**config.mk**
```make
export PLATFORM = sky130hd
export DESIGN_NAME = sync_conv_master
export DESIGN_NICKNAME = d
export VERILOG_FILES = /design/src/rtl/sync_conv_master_pkg.sv /design/src/rtl/smc_req_fsm.sv /design/src/rtl/smc_flags.sv /design/src/rtl/sync_conv_master.sv
export SDC_FILE = /design/constraint.sdc
export NUM_CORES = 1
export LEC_CHECK = 0
export BUFFER_PORTS_ARGS = -buffer_cell sky130_fd_sc_hd__buf_2
export CORE_UTILIZATION = 44
export CTS_BUF_LIST = sky130_fd_sc_hd__clkbuf_4 sky130_fd_sc_hd__clkbuf_8 sky130_fd_sc_hd__clkbuf_16
export DETAILED_ROUTE_END_ITERATION = 8
export GPL_TIMING_DRIVEN = 0
export PLACE_DENSITY = 0.76
export SYNTH_ARGS = -nofsm -noshare
export SYNTH_HDL_FRONTEND = slang
export SYNTH_SLANG_ARGS = --single-unit
```
**constraint.sdc**
```tcl
create_clock -name clk -period 1.5 [get_ports clk]
set_clock_uncertainty 0.15 [all_clocks]
set_input_delay 0.225 -clock clk [delete_from_list [all_inputs] [get_ports clk]]
set_output_delay 0.225 -clock clk [all_outputs]
set_load 0.005 [all_outputs]
```
**src/rtl/sync_conv_master_pkg.sv**
```systemverilog
package sync_conv_master_pkg;

    typedef enum logic [1:0] {
        SMC_IDLE = 2'd0,
        SMC_WAIT = 2'd1,
        SMC_CONV = 2'd2
    } smc_state_e;

    localparam int SMC_CH_W_DEF   = 5;
    localparam int SMC_RES_W_DEF  = 2;
    localparam int SMC_EMUX_W_DEF = 3;
    localparam int SMC_GRP_W_DEF  = 2;

    function automatic logic smc_is_conv(smc_state_e s);
        return s == SMC_CONV;
    endfunction

    function automatic logic smc_is_wait(smc_state_e s);
        return s == SMC_WAIT;
    endfunction

endpackage

```
**src/rtl/smc_req_fsm.sv**
```systemverilog
module smc_req_fsm
    import sync_conv_master_pkg::*;
#(
    parameter int PRM_W = 13
) (
    input  logic             clk,
    input  logic             rst,
    input  logic             sel_i,
    input  logic [PRM_W-1:0] prm_i,
    input  logic             withdraw_i,
    input  logic             ack_i,
    input  logic             conv_done_i,
    output logic             req_o,
    output logic [PRM_W-1:0] prm_o,
    output logic             start_o,
    output logic             busy_o,
    output logic             done_evt_o
);

    smc_state_e       state_q, state_d;
    logic [PRM_W-1:0] prm_q;
    logic             start_q;
    logic             accept;
    logic             go;

    assign accept = (state_q == SMC_IDLE) && sel_i;
    assign go     = smc_is_wait(state_q) && !withdraw_i && ack_i;

    always_comb begin
        state_d = state_q;
        unique case (state_q)
            SMC_IDLE: if (sel_i) state_d = SMC_WAIT;
            SMC_WAIT: begin
                if (withdraw_i)  state_d = SMC_IDLE;
                else if (ack_i)  state_d = SMC_CONV;
            end
            SMC_CONV: if (conv_done_i) state_d = SMC_IDLE;
            default:  state_d = SMC_IDLE;
        endcase
    end

    always_ff @(posedge clk) begin
        if (rst) begin
            state_q <= SMC_IDLE;
            prm_q   <= '0;
            start_q <= 1'b0;
        end else begin
            state_q <= state_d;
            start_q <= go;
            if (accept) prm_q <= prm_i;
        end
    end

    assign req_o      = smc_is_wait(state_q);
    assign prm_o      = prm_q;
    assign start_o    = start_q;
    assign busy_o     = smc_is_conv(state_q);
    assign done_evt_o = smc_is_conv(state_q) && conv_done_i;

    // a select in idle raises the request in the next cycle
    p_sel_req_r2: assert property (@(posedge clk) disable iff (rst)
        (!req_o && !busy_o && sel_i) |=> (req_o && prm_o == $past(prm_i)));

    // the bundle stays stable while the request is held
    p_prm_stable_r3: assert property (@(posedge clk) disable iff (rst)
        (req_o && !withdraw_i && !ack_i) |=> (req_o && $stable(prm_o)));

    // start is a single-cycle pulse that follows an acknowledge
    p_start_pulse_r4: assert property (@(posedge clk) disable iff (rst)
        start_o |=> !start_o);
    p_ack_start_r4: assert property (@(posedge clk) disable iff (rst)
        (req_o && ack_i && !withdraw_i) |=> (start_o && busy_o && !req_o));

    // withdraw returns to idle without a start
    p_withdraw_r5: assert property (@(posedge clk) disable iff (rst)
        (req_o && withdraw_i) |=> (!req_o && !busy_o && !start_o));

endmodule

```
**src/rtl/smc_flags.sv**
```systemverilog
module smc_flags (
    input  logic clk,
    input  logic rst,
    input  logic done_evt_i,
    input  logic par_done_i,
    input  logic sw_clr_i,
    output logic loc_o,
    output logic par_o,
    output logic srv_o
);

    logic loc_q, par_q, srv_q;
    logic fire;

    assign fire = loc_q && par_q;

    always_ff @(posedge clk) begin
        if (rst) begin
            loc_q <= 1'b0;
            par_q <= 1'b0;
            srv_q <= 1'b0;
        end else begin
            loc_q <= done_evt_i || (loc_q && !fire);
            par_q <= par_done_i || (par_q && !fire);
            srv_q <= !sw_clr_i && (srv_q || fire);
        end
    end

    assign loc_o = loc_q;
    assign par_o = par_q;
    assign srv_o = srv_q;

    // end of the local conversion sets the local flag
    p_loc_set_r6: assert property (@(posedge clk) disable iff (rst)
        done_evt_i |=> loc_o);

    // partner pulse sets the partner flag
    p_par_set_r7: assert property (@(posedge clk) disable iff (rst)
        par_done_i |=> par_o);

    // both flags give a service request and are consumed
    p_fire_r8: assert property (@(posedge clk) disable iff (rst)
        (loc_o && par_o && !sw_clr_i && !done_evt_i && !par_done_i)
        |=> (srv_o && !loc_o && !par_o));
    p_alone_r8: assert property (@(posedge clk) disable iff (rst)
        (!srv_o && !(loc_o && par_o)) |=> !srv_o);

    // software clear wins
    p_swclr_r9: assert property (@(posedge clk) disable iff (rst)
        sw_clr_i |=> !srv_o);

endmodule

```
**src/rtl/sync_conv_master.sv**
```systemverilog
module sync_conv_master
    import sync_conv_master_pkg::*;
#(
    parameter int CH_W   = SMC_CH_W_DEF,
    parameter int RES_W  = SMC_RES_W_DEF,
    parameter int EMUX_W = SMC_EMUX_W_DEF,
    parameter int GRP_W  = SMC_GRP_W_DEF
) (
    input  logic              clk,
    input  logic              rst,
    input  logic              sel_i,
    input  logic [CH_W-1:0]   chan_i,
    input  logic [RES_W-1:0]  res_i,
    input  logic [EMUX_W-1:0] emux_i,
    input  logic [GRP_W-1:0]  grp_i,
    input  logic              cen_i,
    input  logic              withdraw_i,
    input  logic              ack_i,
    input  logic              conv_done_i,
    input  logic              par_done_i,
    input  logic              sw_clr_i,
    output logic              req_o,
    output logic [CH_W-1:0]   chan_o,
    output logic [RES_W-1:0]  res_o,
    output logic [EMUX_W-1:0] emux_o,
    output logic [GRP_W-1:0]  grp_o,
    output logic              cen_o,
    output logic              start_o,
    output logic              busy_o,
    output logic              loc_done_o,
    output logic              par_done_o,
    output logic              srv_o
);

    localparam int RES_LO  = CH_W;
    localparam int EMUX_LO = RES_LO + RES_W;
    localparam int GRP_LO  = EMUX_LO + EMUX_W;
    localparam int CEN_LO  = GRP_LO + GRP_W;
    localparam int PRM_W   = CEN_LO + 1;

    logic [PRM_W-1:0] prm_in, prm_out;
    logic             done_evt;

    assign prm_in = {cen_i, grp_i, emux_i, res_i, chan_i};

    smc_req_fsm #(.PRM_W(PRM_W)) u_fsm (
        .clk         (clk),
        .rst         (rst),
        .sel_i       (sel_i),
        .prm_i       (prm_in),
        .withdraw_i  (withdraw_i),
        .ack_i       (ack_i),
        .conv_done_i (conv_done_i),
        .req_o       (req_o),
        .prm_o       (prm_out),
        .start_o     (start_o),
        .busy_o      (busy_o),
        .done_evt_o  (done_evt)
    );

    smc_flags u_flags (
        .clk        (clk),
        .rst        (rst),
        .done_evt_i (done_evt),
        .par_done_i (par_done_i),
        .sw_clr_i   (sw_clr_i),
        .loc_o      (loc_done_o),
        .par_o      (par_done_o),
        .srv_o      (srv_o)
    );

    assign chan_o = prm_out[RES_LO-1:0];
    assign res_o  = prm_out[EMUX_LO-1:RES_LO];
    assign emux_o = prm_out[GRP_LO-1:EMUX_LO];
    assign grp_o  = prm_out[CEN_LO-1:GRP_LO];
    assign cen_o  = prm_out[CEN_LO];

    // a done pulse outside a running conversion leaves the flag alone
    p_idle_done_r6: assert property (@(posedge clk) disable iff (rst)
        (!busy_o && !loc_done_o && conv_done_i && !start_o) |=> !loc_done_o);

endmodule

```
==> impl_metrics.yaml <==
status:
  status: "completed"
route:
  drc: 0
  met3_length_um: 86
  wl_mm: 1.73
  wl_met1_um: 751
  wl_met2_um: 877
  vias: 717
  ant_nets: 0
  drt-initial-drc-count: 2
  routed.top_layer: "met4"
  wire_per_inst_um: 11.1
  post_drt_via_cell_ratio: 4.63
  firstDrtPassIters: 2
power:
  swShare_pct: 24.2
  p_total_mw: 1.00
  p_comb_share_pct: 17.2
  clkPwrFrac_pct: 27.6
  leakagePower_nw: 0.547
  seqPwrFrac_pct: 55.3
  p_int_mw: 0.759
  switchingPower_mw: 0.242
  power_density_nw_per_um2: 874
  vdd_drop_max_v: 0.000597
critical_path:
  end_kind: "output pin"
  path_class: "flip-flop to output pin"
  startpoint_type: "flip-flop"
  endpoint: "busy_o"
  rrSetupSlack_ns: 0.16
  regToRegEndpoint: "u_fsm.prm_o[8]$_SDFFE_PP0P_"
  crit_path_max_fanout: 9
  critPathRequiredTime_ns: 1.12
  arrival_ns: 1.02
  worst-r2r-cell-count: 4
  crit_path_start: "u_fsm.state_q[0]$_SDFFE_PP0P_"
  r2r-start: "u_fsm.state_q[1]$_SDFFE_PP0P_"
finish:
  layout_commonest_cell: "buf_2"
  layout-drive-gt1-share_pct: 40.8
  fill_cells: 173
  antenna-diode-count: 0
  area_growth_pct: 36.1
  final_cell_mix: "39 x buf_2, 29 x nand2b_1, 17 x dfxtp_1"
  fin_area_um2: 1150
  fin_nets: 152
  final_util_pct: 65.0
place:
  portBuffers: 39
  finalWeightedCongestion: 0.708
  place_hpwl_mm: 1.24
  place_area_um2: 1070
global_route:
  grt_pass1_wl_mm: 2.59
  grt-ovfl-total: 0
  first_global_vias: 635
  grt_usage_pct: 17.7
  grt_start_max_net_pins: 11
  antenna_found_initial: 0
sta:
  final_hold_viol_count: 0
  finalCritPeriodShare_pct: 92.9
  setup_viol_count_final: 0
  fin_tns_setup_ns: 0
  drv_slew: 0
  worstMarginPinSlew_ns: 0.395
  clock.fmax_mhz: 718
  slew_headroom_pct: 73.7
  rsz0062_at_grt: "false"
  period_minus_slack_ns: 1.39
clock_tree:
  clk_latency_ns: 0.29
  cts_buffers: 3
  h-tree-depth: 1
  clock-sinks: 19
  path_clk_slew_ns: 0.10
  cts_tree: "yes"
  cts_buffer_depth: 2
  cts_root_buf: "clkbuf_4"
die:
  coreArea_um2: 1760
  ioPinCount: 40
  start_util_pct: 47.7
  num_rows: 15
  die_area_um2: 2090
  chipHeight_um: 45.7
  die_w_um: 45.7
logic_synthesis:
  synth_cell_types: 17
  synth_simple_gate_area_share_pct: 31.8
  seq_area_frac_synth_pct: 45.2
  synthMuxAreaShare_pct: 15.5
  syn_area_um2: 842
  synth_top_family_by_area: "simple AND/OR/NAND/NOR gates"
  synth_compound_area_share_pct: 3.86
  synth_xor_area_share_pct: 0
  synth_fp_nets: 103
  ys_ff_latch: 19
  ys_warn_count: 0
  syn_area_per_cell_um2: 10.3
  synth_fa_ha_area_share_pct: 0
  syn_inst: 82
run:
  drv_cap: 0
hold_path:
  hold_class: "input pin to flip-flop"
-- synth_stat cells (all sizes together) --
cell	instances	area share, %
mux2i	13	15
buf	1	1.3
nor3	2	1.2
nor2b	1	0.74
a211oi	1	1.5
or3b	2	2.1
nand4bb	1	1.3
clkbuf	4	1.9
a21oi	4	2.4
and2b	1	0.89
nor3b	1	2.2
dfxtp	19	45
nand3b	2	1.8
inv	1	0.45
nand2b	29	22
-- area by class of cell --
type,instances,area [µm²],share of cell area [%]
multi-input combinational,57,430,37.6
sequential,19,383,33.4
timing repair buffer,45,245,21.4
tap,25,31.3,2.73
clock buffer,4,30.0,2.62
buffer,4,22.5,1.97
inverter,1,3.75,0.328
-- how the worst min path moves through the flow --
stage               startpoint                           to  slack [ns]  cells past startpoint
global placement      sw_clr_i     u_flags.srv_o$_SDFF_PP0_        0.24                      2
detailed placement    sw_clr_i     u_flags.srv_o$_SDFF_PP0_        0.25                      2
CTS                  emux_i[0]  u_fsm.prm_o[7]$_SDFFE_PP0P_        0.02                      3
global route         chan_i[4]  u_fsm.prm_o[4]$_SDFFE_PP0P_        0.02                      3
floorplan             sw_clr_i     u_flags.srv_o$_SDFF_PP0_        0.15                      1
finish               emux_i[0]  u_fsm.prm_o[7]$_SDFFE_PP0P_        0.02                      3
-- power groups by stage --
stage	sequential (mW)	clock (mW)	combinational [mW]
global route	0.558	0.305	0.189
finish	0.554	0.276	0.172
global placement	0.562	0	0.154
detailed placement	0.563	0	0.158
floorplan	0.565	0	0.0848
CTS	0.552	0.285	0.163
-- critical path, stage by stage (launching register included) --
cell and delay (ns):
dfxtp_2 0.42, and2b_1 0.19, buf_2 0.12
-- metal layers --
metal	global-route usage, %	vias to the layer above
li1	-	368
met1	19.0	322
met2	32.3	24
met3	5.95	3
met4	5.29	0
met5	0	-
-- state kept, by name (all words and copies together) (netlist names) --
name	count
u_fsm.start_o	1
u_fsm.state_q	2
u_fsm.prm_o	13
u_flags.par_o	1
u_flags.srv_o	1
u_flags.loc_o	1
-- cell families after synthesis --
kind of cell / after synthesis
buf+inv: 6
simple gates: 39
flops: 19
mux: 13
compound gates: 5
-- stage by stage --
stage / setup slack (ns) / hold WS [ns] / std cells
after floorplan: 0.199 / 0.154 / 82
after global placement: 0.0843 / 0.245 / 146
after detailed placement: 0.0627 / 0.250 / 146
after CTS: 0.0448 / 0.0237 / 152
after global routing: 0.0508 / 0.0165 / 155
final: 0.107 / 0.0243 / 155
-- what timing repair did --
action / 4_1_cts / 5_1_grt
hold buffers: 2 / 0
endpoints found under the hold margin: 2 / 0
endpoints found under the setup margin: 1 / 11
setup buffers: 0 / 3
cloned: 0 / 1
pin swaps: 0 / 1
gates resized for setup: 1 / 3
Note: power is estimated with default switching activity, not from simulation.
